`config.mk`:
```
export PLATFORM = sky130hd
export DESIGN_NAME = lbk_frame_tx
export DESIGN_NICKNAME = d
export VERILOG_FILES = /design/src/rtl/lbk_tx_pkg.sv /design/src/rtl/lbk_hdr_bits.sv /design/src/rtl/lbk_crc32.sv /design/src/rtl/lbk_fetch_ctrl.sv /design/src/rtl/lbk_frame_tx.sv
export SDC_FILE = /design/constraint.sdc
export NUM_CORES = 1
export LEC_CHECK = 0
export BUFFER_PORTS_ARGS = -buffer_cell sky130_fd_sc_hd__buf_2
export CAP_MARGIN = 20
export CORE_ASPECT_RATIO = 0.9
export CORE_UTILIZATION = 60
export DETAILED_ROUTE_END_ITERATION = 8
export MAX_ROUTING_LAYER = met4
export PLACE_DENSITY = 0.78
export SYNTH_ARGS = -nofsm -noshare
export SYNTH_HDL_FRONTEND = slang
export SYNTH_HIERARCHICAL = 1
export SYNTH_SLANG_ARGS = --single-unit
```
`constraint.sdc`:
```
create_clock -name clk -period 8.06 [get_ports clk]
set_input_delay 1.209 -clock clk [delete_from_list [all_inputs] [get_ports clk]]
set_output_delay 1.209 -clock clk [all_outputs]
set_load 0.02 [all_outputs]
```
`src/rtl/lbk_tx_pkg.sv`:
```
// Shared definitions for the loopback frame serializer.
// Assumes the delimiter is always one byte wide.
package lbk_tx_pkg;
    typedef enum logic [1:0] {
        ST_IDLE = 2'd0,
        ST_HDR  = 2'd1,
        ST_DATA = 2'd2,
        ST_FCS  = 2'd3
    } tx_state_t;

    localparam logic [31:0] FCS_POLY_REFL = 32'hEDB88320;
    localparam logic [7:0]  DELIM_PATTERN = 8'hD5;
    localparam int          FCS_BITS      = 32;
endpackage

```
`src/rtl/lbk_hdr_bits.sv`:
```
// Header bit generator: returns the header bit at position idx.
// The positions below PRE_BITS alternate and start with 1. The last
// eight positions give the delimiter, least significant bit first.
// Assumes idx < PRE_BITS + 8.
module lbk_hdr_bits #(
    parameter int PRE_BITS = 56,
    parameter int IDX_W    = 6
) (
    input  logic [IDX_W-1:0] idx,
    output logic             hdr_bit
);
    import lbk_tx_pkg::*;

    logic [IDX_W-1:0] delim_pos;

    // Choose the training bit or the delimiter bit for this position.
    always_comb begin
        delim_pos = idx - IDX_W'(PRE_BITS);
        if (int'(idx) < PRE_BITS) hdr_bit = ~idx[0];
        else                      hdr_bit = DELIM_PATTERN[delim_pos[2:0]];
    end
endmodule

```
`src/rtl/lbk_crc32.sv`:
```
// Bit-serial frame check register in reflected form.
// clear presets it to all ones, update folds in one data bit, and drain
// shifts the register out so that fcs_bit walks through the complemented
// result, least significant bit first. At most one control is high per cycle.
module lbk_crc32 (
    input  logic clk,
    input  logic rst_n,
    input  logic clear,
    input  logic update,
    input  logic din,
    input  logic drain,
    output logic fcs_bit
);
    import lbk_tx_pkg::*;

    logic [31:0] crc_q;

    // Preset, accumulate or shift out the check register.
    always_ff @(posedge clk) begin
        if (!rst_n)      crc_q <= '1;
        else if (clear)  crc_q <= '1;
        else if (update) crc_q <= (crc_q >> 1) ^ ((crc_q[0] ^ din) ? FCS_POLY_REFL : 32'h0);
        else if (drain)  crc_q <= {1'b1, crc_q[31:1]};
    end

    assign fcs_bit = ~crc_q[0];
endmodule

```
`src/rtl/lbk_fetch_ctrl.sv`:
```
// Payload fetch bookkeeping: a count-down of bytes still owed, loaded at
// start and decremented on each pop. It raises a refill request while
// bytes are owed and the buffer is below its threshold.
// Assumes take is never high while the count is already zero.
module lbk_fetch_ctrl #(
    parameter int CNT_W = 16,
    parameter int LVL_W = 5
) (
    input  logic             clk,
    input  logic             rst_n,
    input  logic             load,
    input  logic [CNT_W-1:0] load_val,
    input  logic             take,
    input  logic             active,
    input  logic [LVL_W-1:0] buf_level,
    input  logic [LVL_W-1:0] refill_thresh,
    output logic             owed_zero,
    output logic             refill_req
);
    logic [CNT_W-1:0] owed_q;

    // Load the byte count at start, count it down per popped byte.
    always_ff @(posedge clk) begin
        if (!rst_n)    owed_q <= '0;
        else if (load) owed_q <= load_val;
        else if (take) owed_q <= owed_q - 1'b1;
    end

    assign owed_zero  = (owed_q == '0);
    assign refill_req = active && !owed_zero && (buf_level < refill_thresh);
endmodule

```
`src/rtl/lbk_frame_tx.sv`:
```
// Loopback frame serializer. On an idle start it sends the header, then
// byte_count payload bytes popped from a show-ahead buffer, least
// significant bit first, and then, unless inhibited, the 32-bit check.
// It assumes the buffer holds a byte whenever buf_rd is asserted, and
// that start and done_clr are single-cycle pulses.
module lbk_frame_tx #(
    parameter int CNT_W    = 16,
    parameter int LVL_W    = 5,
    parameter int PRE_BITS = 56
) (
    input  logic             clk,
    input  logic             rst_n,
    input  logic             bit_en,
    input  logic             start,
    input  logic [CNT_W-1:0] byte_count,
    input  logic             crc_inhibit,
    input  logic [7:0]       buf_data,
    input  logic [LVL_W-1:0] buf_level,
    input  logic [LVL_W-1:0] refill_thresh,
    input  logic             done_clr,
    output logic             buf_rd,
    output logic             ser_out,
    output logic             ser_strobe,
    output logic             refill_req,
    output logic             busy,
    output logic             done
);
    import lbk_tx_pkg::*;

    localparam int HDR_BITS = PRE_BITS + 8;
    localparam int HCNT_W   = $clog2(HDR_BITS);
    localparam int FCNT_W   = $clog2(FCS_BITS);

    tx_state_t         state_q;
    logic [HCNT_W-1:0] hcnt_q;
    logic [2:0]        bidx_q;
    logic [FCNT_W-1:0] fcnt_q;
    logic [7:0]        shreg_q;
    logic              inh_q;

    logic accept, load_byte, data_bit, hdr_bit, fcs_bit, owed_zero;
    logic hdr_last, byte_last, fcs_last, frame_end;

    // Decode the per-cycle events that steer the datapath.
    always_comb begin
        accept    = (state_q == ST_IDLE) && start;
        load_byte = (state_q == ST_DATA) && bit_en && (bidx_q == 3'd0);
        data_bit  = load_byte ? buf_data[0] : shreg_q[bidx_q];
        hdr_last  = (state_q == ST_HDR) && bit_en && (hcnt_q == HCNT_W'(HDR_BITS - 1));
        byte_last = (state_q == ST_DATA) && bit_en && (bidx_q == 3'd7);
        fcs_last  = (state_q == ST_FCS) && bit_en && (fcnt_q == FCNT_W'(FCS_BITS - 1));
        frame_end = fcs_last || (inh_q && owed_zero && (hdr_last || byte_last));
    end

    assign buf_rd = load_byte;
    assign busy   = (state_q != ST_IDLE);

    lbk_hdr_bits #(
        .PRE_BITS (PRE_BITS),
        .IDX_W    (HCNT_W)
    ) u_hdr (
        .idx     (hcnt_q),
        .hdr_bit (hdr_bit)
    );

    lbk_crc32 u_crc (
        .clk     (clk),
        .rst_n   (rst_n),
        .clear   (accept),
        .update  ((state_q == ST_DATA) && bit_en),
        .din     (data_bit),
        .drain   ((state_q == ST_FCS) && bit_en),
        .fcs_bit (fcs_bit)
    );

    lbk_fetch_ctrl #(
        .CNT_W (CNT_W),
        .LVL_W (LVL_W)
    ) u_fetch (
        .clk           (clk),
        .rst_n         (rst_n),
        .load          (accept),
        .load_val      (byte_count),
        .take          (load_byte),
        .active        (busy),
        .buf_level     (buf_level),
        .refill_thresh (refill_thresh),
        .owed_zero     (owed_zero),
        .refill_req    (refill_req)
    );

    // Sequence header, payload and check phases and drive the serial line.
    always_ff @(posedge clk) begin
        if (!rst_n) begin
            state_q    <= ST_IDLE;
            hcnt_q     <= '0;
            bidx_q     <= '0;
            fcnt_q     <= '0;
            shreg_q    <= '0;
            inh_q      <= 1'b0;
            ser_out    <= 1'b0;
            ser_strobe <= 1'b0;
        end else begin
            ser_strobe <= 1'b0;
            unique case (state_q)
                ST_IDLE: begin
                    ser_out <= 1'b0;
                    if (start) begin
                        state_q <= ST_HDR;
                        hcnt_q  <= '0;
                        inh_q   <= crc_inhibit;
                    end
                end
                ST_HDR: if (bit_en) begin
                    ser_out    <= hdr_bit;
                    ser_strobe <= 1'b1;
                    hcnt_q     <= hcnt_q + 1'b1;
                    if (hdr_last) begin
                        fcnt_q <= '0;
                        bidx_q <= '0;
                        if (!owed_zero)  state_q <= ST_DATA;
                        else if (inh_q)  state_q <= ST_IDLE;
                        else             state_q <= ST_FCS;
                    end
                end
                ST_DATA: if (bit_en) begin
                    ser_out    <= data_bit;
                    ser_strobe <= 1'b1;
                    bidx_q     <= bidx_q + 1'b1;
                    if (load_byte) shreg_q <= buf_data;
                    if (byte_last && owed_zero) begin
                        fcnt_q  <= '0;
                        state_q <= inh_q ? ST_IDLE : ST_FCS;
                    end
                end
                ST_FCS: if (bit_en) begin
                    ser_out    <= fcs_bit;
                    ser_strobe <= 1'b1;
                    fcnt_q     <= fcnt_q + 1'b1;
                    if (fcs_last) state_q <= ST_IDLE;
                end
                default: state_q <= ST_IDLE;
            endcase
        end
    end

    // Sticky completion flag, write-one-to-clear, set has priority.
    always_ff @(posedge clk) begin
        if (!rst_n)         done <= 1'b0;
        else if (frame_end) done <= 1'b1;
        else if (done_clr)  done <= 1'b0;
    end
endmodule

```
---- Word-level counts from Yosys, hierarchy flattened ----
Memory sizes are Yosys's and may differ from the RTL's.
Cells that the tools add are included.
word-level totals
  flip-flop bits (word level) ............. 76
  word-level logic and storage cells ...... 115
  memory bits (read-only) ................. 8
  output and inout bits ................... 6
  memories ................................ 1
cells by class
  equality and inequality tests ........... 13
  add/subtract/negate cells ............... 5
  reductions and logical operators ........ 36
  muxes and demuxes ....................... 40
  $lt $le $gt $ge ......................... 4
  bitwise gates (word level) .............. 5
memories
  memory           depth  bits a word  read ports  clocked after memory_dff  write ports  RTL line            RTL
  (no name shown)  8      1            1           0                         0            lbk_hdr_bits.sv:20  else hdr_bit = DELIM_PATTERN[delim_pos[2:0]];
operator list
  cell                   number
  $mux 32                3
  $mux 16                2
  $xor 31x32->32         1
  $mux 5                 5
  $mux 2                 9
  $logic_not 16->1       1
  $sub 16x1->16 const B  1
  $pmux 5 s3             1
  $logic_and 1x1->1      13
  $mux 6                 2
  $ne 2x2->1 const B     6
  $pmux 6 s2             1
  $reduce_bool 2->1      6
  $mux 1                 10
  $mux 3                 3
  $reduce_and 3->1       3
  $lt 3x4->1 const B     2
  $pmux 2 s4             1
  $reduce_and 7->1       1
  $add 6x1->6 const B    1
  $eq 6x6->1 const B     1
  $lt 6x6->1 const B     1
  $pmux 3 s2             1
  $reduce_and 6->1       1
  22 further kinds       27

---- Longest topological paths before layout ----
Gate-level depths: netlist of run 1.
  depth in word-level cells ............... 8
  depth in mapped cells ................... 10
  mapped depth without buffers ............ 8

---- Modules after synthesis ----
The synthesis of run 1 kept the hierarchy.
by module, submodules not included
  module          instances  area each (um2)  cells each
  lbk_frame_tx    1          1520.2           171
  lbk_crc32       1          1457.6           160
  lbk_fetch_ctrl  1          968.4            117
  lbk_hdr_bits    1          17.5             3

---- Worst setup path after synthesis of run 1 ----
Ideal clock, no wire load.
  path kind ............................... input to output
  from .................................... in refill_thresh[1]
  to ...................................... out refill_req
  buffers on the path ..................... 0
  data arrival time ....................... 3.015 ns
  required time ........................... 6.851 ns
  stages on the path ...................... 5
  path slack .............................. 3.836 ns
  cells stage by stage .................... inv_1 > ha_1 > a21o_1 > a211o_1 > a2111oi_0
on the way
  longest elaborated chain between the ends .. 2
RTL lines
  element            RTL line              RTL
  start, declared    lbk_frame_tx.sv:19    input logic [LVL_W-1:0] refill_thresh,
  $lt 5x5->1         lbk_fetch_ctrl.sv:30  assign refill_req = active && !owed_zero && (buf_level < refill_thresh);
  $logic_and 1x1->1  lbk_fetch_ctrl.sv:30
  end, declared      lbk_frame_tx.sv:24    output logic refill_req,
Every way passes these cells.

---- Worst setup path after layout of run 1 ----
  from .................................... reg u_fetch.owed_q[9]
  to ...................................... out refill_req
on the way
  longest elaborated chain between the ends .. 4
RTL lines
  element                          RTL line              RTL
  start, declared                  lbk_fetch_ctrl.sv:20  logic [CNT_W-1:0] owed_q;
  start signal, assigned           lbk_fetch_ctrl.sv:25  else if (load) owed_q <= load_val;
  start signal, assigned           lbk_fetch_ctrl.sv:26  else if (take) owed_q <= owed_q - 1'b1;
  $logic_not 16->1                 lbk_fetch_ctrl.sv:29  assign owed_zero = (owed_q == '0);
  via owed_zero                    lbk_frame_tx.sv:41    logic accept, load_byte, data_bit, hdr_bit, fcs_bit, owed_zero;
  $logic_not 1->1                  lbk_fetch_ctrl.sv:30
  $logic_and 1x1->1 (2 in series)  lbk_fetch_ctrl.sv:30
The timed path passes the listed nets, and every way through them passes these cells.

==> results.json, run 1 <==
{
  "status": "completed",
  "r2r_setup_slack_ps": 4710,
  "p_leak_nw": 1.70,
  "fin_area_um2": 4340,
  "synth_nets": 502,
  "power_density_nw_per_um2": 207,
  "setup_viol": 0,
  "hold_violations": 0,
  "tightestPinTransition_ps": 1030,
  "drt_pass1_iterations": 4,
  "drc": 0,
  "grt_pass1_vias": 3109,
  "synth-seq-cells": 76,
  "clock_latency_ps": 350,
  "min_to": "shreg_q[0]",
  "critical-path-max-stage-delay_ps": 710,
  "use_met3": 0.0759,
  "crit_path_top_delay_cell": "nor3_1",
  "synth_edf_count": 0,
  "ioPinCount": 46,
  "yosys_warnings": 6,
  "wl_per_cell_um": 14.1,
  "cp-end-kind": "output pin",
  "grt_pass1_wl_um": 13800,
  "vias_per_cell": 5.76,
  "fin_setup_tns_ps": 0,
  "max-cap-violations": 0,
  "maxSlewHeadroom": 0.314,
  "fin_crit_sh": 0.501,
  "grt_busiest_layer": "met2",
  "netlist_area_um2": 3960,
  "timing.fmax_mhz": 247,
  "cpMostUsedCell": "or4_4",
  "synth_common_cells": "dfxtp_1 (76), nand2_1 (61), nor2_1 (27)",
  "cp_max_fo": 6,
  "cts_max_level": 3,
  "place_hpwl_um": 5480,
  "fin_nets": 532,
  "regToRegEndpoint": "u_crc/crc_q[20]",
  "port_buffers": 45,
  "start_util": 0.634,
  "overflow": 0,
  "die_y_um": 79.1,
  "worstPathArrival_ps": 2830,
  "clock_skew_ps": 6.65,
  "drive_gt1_frac": 0.212,
  "cts_resized": 0,
  "crit_type": "reg2out",
  "syn-instance-count": 451,
  "crit_chain": "or4_4 > or4_4 > nor3_1 > a2111oi_0 > buf_2",
  "yosysSeqAreaShare": 0.384,
  "reg2reg_depth": 7,
  "rsz0062_at_grt": "false",
  "hp-class": "reg2reg",
  "post_cts_buffers": 0,
  "gr-usage-met1": 0.319,
  "grt_max_degree": 33,
  "synth_top_cell_by_area": "dfxtp_1",
  "hp-start": "shreg_q[0]",
  "grt.total_usage": 0.262,
  "clk_pin_slew_ps": 80,
  "synthDistinctLibCells": 68,
  "start_kind": "flop",
  "postLayoutCoreUtil": 0.694,
  "fin_crit_ps": 4040,
  "drt_wl_total_um": 8060,
  "diodes": 0,
  "die_x_um": 87.7,
  "antenna_found_initial": 0,
  "dieArea_um2": 6940,
  "rows": 27,
  "syn_avg_cell_area_um2": 8.79,
  "cts_root_buffer": "clkbuf_8",
  "cts_tree": "done",
  "cts_buffer_depth": 2,
  "vdd_drop_max_mv": 0.161,
  "synthMostInstantiatedCell": "dfxtp_1",
  "clkSinkCount": 76,
  "coreArea_um2": 6250,
  "grtUsageMet2": 0.425,
  "vias": 3299,
  "synth_top_area_share": 0.384,
  "postCtsHoldBufs": 0,
  "post_dp_cell_area_um2": 4120,
  "synth_async_sr_flop_share": 0,
  "required_ps": 6850,
  "final_antenna_net_count": 0,
  "syn_to_final_growth_pct": 9.44,
  "synth-main-ff-cell": "dfxtp_1",
  "hold_depth": 2,
  "cts_buffers": 9,
  "gp_routability_congestion": 0.922,
  "synthTopCellsByArea": "dfxtp_1 (38%), nand2_1 (5.8%), a221oi_2 (3.8%), ha_1 (3.5%), mux2i_1 (3.3%)",
  "slew_violations": 0,
  "r2r_start": "state_q[1]",
  "drt_iter0_markers": 175
}
[state kept, by name, indices dropped and copies added (netlist names)]
signal and flops:
u_fetch/owed_q 16, ser_strobe 1, done 1, state_q 2, shreg_q 8, ser_out 1, fcnt_q 5, hcnt_q 6
inh_q 1, bidx_q 3, u_crc/crc_q 32
[stage by stage]
stage | total power, mW | setup WS, ps | instances | hold WS [ps]
3_5_place_dp | 0.590 | 4150 | 557 | 450
4_1_cts | 0.904 | 4020 | 573 | 464
5_1_grt | 0.943 | 3910 | 573 | 481
3_3_place_gp | 0.585 | 4180 | 557 | 449
2_1_floorplan | 0.559 | 3840 | 451 | 436
6_report | 0.899 | 4020 | 573 | 462
[kinds of logic (layout without fill, tap and decap cells)]
kind of cell | count (synthesis) | count (layout) | share of synthesized area
AOI/OAI and AO/OA | 102 | 102 | 0.196
and+or+nand+nor | 186 | 186 | 0.246
muxes | 14 | 14 | 0.0357
adders and majority gates | 11 | 11 | 0.0347
xor gates and xnor gates | 16 | 16 | 0.0372
DFF | 76 | 76 | 0.384
buffers and inverters | 46 | 81 | 0.0660
[worst max-delay path: cells and delay by family (launching register included)]
kind | cells | cell delay [ps]
compound gates | 1 | 140
buf+inv | 1 | 210
flops | 1 | 340
simple gates | 3 | 1800
[worst max-delay path by stage]
stage,from,to,slack [ps],cells after the start
after floorplan,refill_thresh[1],refill_req,3840,5
after global placement,bit_en,u_crc/crc_q[19],4180,8
after detailed placement,bit_en,u_crc/crc_q[20],4150,8
after CTS,u_fetch/owed_q[9],refill_req,4020,5
after global routing,u_fetch/owed_q[9],refill_req,3910,5
final,u_fetch/owed_q[9],refill_req,4020,5
[placed cells by master (no fill, tap or decap), types with 4 or more instances in the layout]
cell type | Yosys | layout
a211oi_1 | 5 | 5
a21oi_1 | 20 | 20
a221oi_2 | 10 | 10
a31oi_1 | 6 | 6
buf_2 | 5 | 45
clkbuf_8 | 0 | 9
dfxtp_1 | 76 | 76
ha_1 | 11 | 11
inv_1 | 16 | 16
mux2i_1 | 13 | 13
nand2_1 | 61 | 61
nand2b_1 | 6 | 6
nand3_1 | 21 | 21
nand4_1 | 4 | 4
nor2_1 | 27 | 27
nor2b_1 | 20 | 20
nor3_1 | 10 | 10
nor4_1 | 6 | 6
o21ai_0 | 19 | 19
o21ai_1 | 4 | 4
o21ai_2 | 11 | 11
xnor2_1 | 12 | 12
[area by class of cell]
type	instances	area (um^2)
Sequential cell	76	1520
Tap cell	87	109
Clock buffer	10	128
Timing Repair Buffer	47	240
Multi-Input combinational cell	329	2180
Clock inverter	6	88.8
Fill cell	510	1910
Inverter	18	70.1
[metal layers]
metal | up-vias | wire (um)
met5 | - | 0
met4 | 0 | 89
met3 | 13 | 335
met2 | 64 | 3870
met1 | 1563 | 3760
li1 | 1659 | -
[report_power, final]
part	internal [mW]	switching (mW)	leakage [nW]
logic	0.0643	0.0928	0.980
clock network	0.174	0.141	0.102
registers	0.400	0.0265	0.620
total	0.638	0.260	1.70
(Power assumes the default switching activity.)
==> inputs of run 2 (changes only) <==
- ABC_AREA: not set -> 1
- CORE_UTILIZATION: 60 -> 53
- PLACE_DENSITY: 0.78 -> 0.72
- clock period: 8.06 -> 3.4 ns (I/O delays scaled with it)
==> results.json, run 2 <==
{
  "status": "completed",
  "p_int_mw": 1.97,
  "rows": 29,
  "p_sw_frac": 0.425,
  "crit_chain": "inv_2 > ha_1 > clkinv_1 > nor2_2 > nand3_1 > nor4_1 > a31oi_1 > nor2_1 > o21ai_2 > inv_2 > nand2_2 > nand2_2 > nor2_1",
  "fin_nets": 666,
  "whs_ps": 420,
  "max-cap-violations": 0,
  "mostFrequentLayoutCells": "nand2_1 (129), dfxtp_1 (76), inv_1 (66)",
  "grt.total_usage": 0.251,
  "pwr-share-seq": 0.354,
  "syn_avg_cell_area_um2": 6.97,
  "synth_top_area_share": 0.380,
  "overflow": 0,
  "tightestPinTransition_ps": 866,
  "crit_type": "reg2reg",
  "netlist_area_um2": 4000,
  "regToRegEndpoint": "fcnt_q[2]",
  "cts_root_buffer": "clkbuf_8",
  "worstPathArrival_ps": 3000,
  "hp-class": "in2reg",
  "grt_max_degree": 36,
  "synthDistinctLibCells": 40,
  "antenna_found_initial": 0,
  "postCtsHoldBufs": 0,
  "rsz0062_at_grt": "false",
  "pwr-share-comb": 0.420,
  "synthTopCellsByArea": "dfxtp_1 (38%), nand2_1 (12%), nand3_1 (6.4%), inv_1 (6.2%), a21oi_1 (6.1%)",
  "postLayoutCoreUtil": 0.624,
  "wl_per_cell_um": 12.8,
  "post_cts_buffers": 0,
  "grt_pass1_vias": 3440,
  "grt_pass1_wl_um": 15400,
  "hold_violations": 0,
  "die_x_um": 93.6,
  "synth_common_cells": "nand2_1 (129), dfxtp_1 (76), inv_1 (66)",
  "switchingPower_mw": 1.46,
  "top_regs": "u_crc/crc_q x32, u_fetch/owed_q x16, shreg_q x8",
  "setup_viol": 0,
  "largest_reg_flops": 32,
  "fin_crit_ps": 2760,
  "clock_skew_ps": 8.50,
  "cts_tree": "done",
  "drive_gt1_frac": 0.166,
  "yosysSeqAreaShare": 0.380,
  "critPathTopFamily": "simple AND/OR/NAND/NOR gates",
  "clk_pin_slew_ps": 80,
  "slew_violations": 0,
  "dieArea_um2": 7900,
  "yosys_warnings": 6,
  "critPathLaunch": "u_fetch/owed_q[0]",
  "regMostFlops": "u_crc/crc_q",
  "endpoint": "fcnt_q[2]",
  "die_y_um": 84.4,
  "cts_buffer_depth": 2,
  "vdd_drop_max_mv": 0.359,
  "reg2reg_depth": 13,
  "start_kind": "flop",
  "vias_per_cell": 5.32,
  "clock_latency_ps": 350,
  "final_common_cell": "nand2_1",
  "syn_to_final_growth_pct": 12.0,
  "clkSinkCount": 76,
  "synthMostInstantiatedCell": "nand2_1",
  "cts_buffers": 9,
  "start_util": 0.557,
  "critical-path-max-stage-delay_ps": 680,
  "synth_nets": 625,
  "num-fill-cells": 691,
  "vias": 3792,
  "diodes": 0,
  "r2r_start": "u_fetch/owed_q[0]",
  "cp-end-kind": "flop",
  "synth_edf_count": 0,
  "post-route-worst-setup-slack_ps": 643,
  "p_clk_frac": 0.225,
  "cts_max_level": 3,
  "syn-instance-count": 574,
  "drc": 0,
  "ioPinCount": 46,
  "fin_crit_sh": 0.811,
  "synth_async_sr_flop_share": 0,
  "synth-main-ff-cell": "dfxtp_1",
  "r2r_setup_slack_ps": 640,
  "cts_resized": 0,
  "coreArea_um2": 7180,
  "dp.cells": 697,
  "place_hpwl_um": 6520,
  "crit_path_top_delay_cell": "nor4_1",
  "drt_iter0_markers": 279,
  "port_buffers": 45,
  "required_ps": 3640,
  "gp_routability_congestion": 0.848,
  "synth-seq-cells": 76,
  "power_density_nw_per_um2": 766,
  "fin_setup_tns_ps": 0,
  "timing.fmax_mhz": 363,
  "cp_num_buf_inv": 3,
  "p_leak_nw": 2.09,
  "final_antenna_net_count": 0,
  "pre_cts_slack_ps": 715,
  "cp_max_fo": 7,
  "cp.depth": 13,
  "drt_pass1_iterations": 5,
  "drt_wl_total_um": 9140,
  "maxSlewHeadroom": 0.417,
  "instances_no_fill": 713,
  "synth_top_cell_by_area": "dfxtp_1"
}
## run 2: cell count changes after synthesis, moves of 13 or more
cell / change
inv_1: +50
nand3_1: +30
nor2b_1: -20
a21oi_1: +29
nor2_1: +31
nand4_1: +13
nand2_1: +68
mux2i_1: -13
## run 2: metrics by stage
| stage | power [mW] | cell area, um^2 |
|---|---|---|
| 3_5_place_dp | 2.66 | 4260 |
| 5_1_grt | 3.70 | 4480 |
| 2_1_floorplan | 2.36 | 4000 |
| 3_3_place_gp | 2.61 | 4260 |
| 6_report | 3.43 | 4480 |
| 4_1_cts | 3.43 | 4480 |
## run 2: how the worst min path moves through the flow
| stage | to | startpoint | slack, ps | depth (start not counted) |
|---|---|---|---|---|
| final | inh_q | crc_inhibit | 420 | 3 |
| after global routing | inh_q | crc_inhibit | 450 | 3 |
| after CTS | inh_q | crc_inhibit | 420 | 3 |
| after detailed placement | u_crc/crc_q[10] | u_crc/crc_q[11] | 440 | 2 |
| after global placement | u_crc/crc_q[11] | u_crc/crc_q[12] | 440 | 2 |
| after floorplan | shreg_q[7] | shreg_q[7] | 430 | 2 |
## run 2: power groups by stage
stage	logic [mW]	registers, mW	clock network [mW]
after detailed placement	1.43	1.23	0
final	1.44	1.22	0.774
after floorplan	1.16	1.20	0
after CTS	1.43	1.21	0.784
after global routing	1.64	1.24	0.818
after global placement	1.38	1.23	0
## run 2: layer usage
metal	part of all wire	up-vias	wire [um]	GRT usage
met1	0.50	1720	4540	0.341
li1	-	1964	-	-
met4	0.014	0	129	0.0741
met2	0.44	94	4020	0.382
met5	0	-	0	-
met3	0.049	14	445	0.0444
## run 2: kinds of logic (layout without fill, tap and decap cells)
group	Yosys count	after routing	synth area share
adder cells (fa/ha/maj)	11	11	0.0344
XOR/XNOR	3	3	0.00657
flip-flops	76	76	0.380
buffers and inverters	94	140	0.100
AO/OA/AOI/OAI	103	103	0.146
AND/OR/NAND/NOR	287	287	0.332
## run 2: final cells by class
cell class | instances | area (um^2) | area share
clock buffers | 10 | 138 | 0.0307
inverters | 75 | 285 | 0.0637
repair buffers | 49 | 255 | 0.0570
flip-flops and latches | 76 | 1520 | 0.340
well taps | 93 | 116 | 0.0260
multi-input cells | 404 | 2080 | 0.464
clock inverters | 6 | 86.3 | 0.0193
## run 2: worst min-delay path: stages
cell     delay (ps)
buf_2            70
o21ai_0          70
nor2_1           70
==> inputs of run 3 (changes only) <==
- ABC_AREA: 1 -> 0
- CORE_UTILIZATION: 53 -> 58
- PLACE_DENSITY: 0.72 -> 0.75
- clock period: 3.4 -> 2.8 ns (I/O delays scaled with it)
==> results.json, run 3 (synthesis gave the netlist of run 1 again) <==
{
  "worstPathArrival_ps": 2270,
  "antenna_found_initial": 0,
  "wl_per_cell_um": 13.9,
  "fin_nets": 544,
  "grt_pass1_vias": 3000,
  "fin_setup_tns_ps": 0,
  "drc": 0,
  "setup_viol": 0,
  "cts_buffer_depth": 2,
  "drt_pass1_iterations": 4,
  "grt.total_usage": 0.255,
  "syn_to_final_growth_pct": 12.8,
  "hp-start": "buf_data[5]",
  "regMostFlops": "u_crc/crc_q",
  "timing.fmax_mhz": 372,
  "post-route-worst-setup-slack_ps": 110,
  "pre_cts_slack_ps": 96.9,
  "power_density_nw_per_um2": 605,
  "drive_gt1_frac": 0.231,
  "clkSinkCount": 76,
  "r2r_start": "u_fetch/owed_q[10]",
  "required_ps": 2380,
  "slew_violations": 0,
  "die_y_um": 80.4,
  "gp_routability_congestion": 0.847,
  "coreArea_um2": 6590,
  "final_antenna_net_count": 0,
  "whs_ps": 298,
  "vdd_drop_max_mv": 0.373,
  "port_buffers": 45,
  "vias": 3286,
  "fin_crit_ps": 2690,
  "ioPinCount": 46,
  "hold_violations": 0,
  "tightestPinTransition_ps": 863,
  "critPathLaunch": "u_fetch/owed_q[10]",
  "max-cap-violations": 0,
  "top_regs": "u_crc/crc_q x32, u_fetch/owed_q x16, shreg_q x8",
  "cts_root_buffer": "clkbuf_8",
  "crit_type": "reg2out",
  "clk_pin_slew_ps": 80,
  "hp-class": "in2reg",
  "cts_max_level": 3,
  "reg2reg_depth": 8,
  "endpoint": "refill_req",
  "cp_max_fo": 5,
  "mostFrequentLayoutCells": "dfxtp_1 (76), nand2_1 (61), buf_2 (45)",
  "rows": 28,
  "cts_buffers": 9,
  "vias_per_cell": 5.60,
  "largest_reg_flops": 32,
  "drt_iter0_markers": 136,
  "drt_wl_total_um": 8160,
  "r2r_setup_slack_ps": 250,
  "design_power_total_mw": 2.70,
  "grt_max_degree": 33,
  "clock_latency_ps": 350,
  "rsz0062_at_grt": "false",
  "p_leak_nw": 1.78,
  "postCtsHoldBufs": 0,
  "overflow": 0,
  "cp-end-kind": "output pin",
  "final_common_cell": "dfxtp_1",
  "maxSlewHeadroom": 0.424,
  "dieArea_um2": 7170,
  "start_util": 0.602,
  "clock_skew_ps": 11.6,
  "grt_pass1_wl_um": 13600,
  "fin_crit_sh": 0.961,
  "diodes": 0,
  "status": "completed",
  "die_x_um": 89.1,
  "start_kind": "flop",
  "regToRegEndpoint": "state_q[0]",
  "place_hpwl_um": 5570,
  "cts_tree": "done"
}
## run 3: worst min-delay path by stage
stage,end,slack [ps],cells past startpoint
CTS,shreg_q[5],290,3
detailed placement,u_crc/crc_q[11],450,2
global placement,u_crc/crc_q[6],450,2
finish,shreg_q[5],300,3
floorplan,shreg_q[0],440,2
global route,shreg_q[3],290,3
## run 3: timing repair
action                                 4_1_cts  5_1_grt
setup endpoints to repair                    1        7
buffers inserted                             1        0
pin swaps                                    0        2
endpoints found under the hold margin        0        0
gates resized for setup                      0        2
gates cloned                                 0        0
## run 3: layout make-up
class | count | area, um^2
Fill cell | 555 | 2120
Clock inverter | 4 | 97.6
Clock buffer | 11 | 141
Inverter | 18 | 70.1
Sequential cell | 76 | 1520
Multi-Input combinational cell | 329 | 2200
Tap cell | 90 | 113
Timing Repair Buffer | 59 | 330
## run 3: critical path, stage by stage, from the launching register on
cell and delay (ps):
dfxtp_1 330, or4_4 560, or4_4 460, nor3_2 190, buf_4 150, a2111oi_0 50, buf_2 170
## run 3: metal layers
metal  GRT usage  vias up  wire length, um
met5           -        -                0
met4      0.0952        0              140
met3      0.0627       12              255
met2       0.400       51             3900
met1       0.317     1547             3870
li1            -     1676                -
## run 3: stage by stage
| step | util | std cells | area [um^2] |
|---|---|---|---|
| after floorplan | - | 451 | 3960 |
| after global placement | 0.639 | 571 | 4210 |
| after detailed placement | 0.639 | 571 | 4210 |
| after CTS | 0.676 | 587 | 4450 |
| after global routing | 0.679 | 587 | 4470 |
| final | 0.679 | 587 | 4470 |
## run 3: power by group
part	internal [mW]	switching (mW)	total, mW	leakage [nW]
registers	1.15	0.0592	1.21	0.620
clock network	0.612	0.386	0.997	0.116
logic	0.205	0.292	0.497	1.05
total	1.97	0.737	2.70	1.78
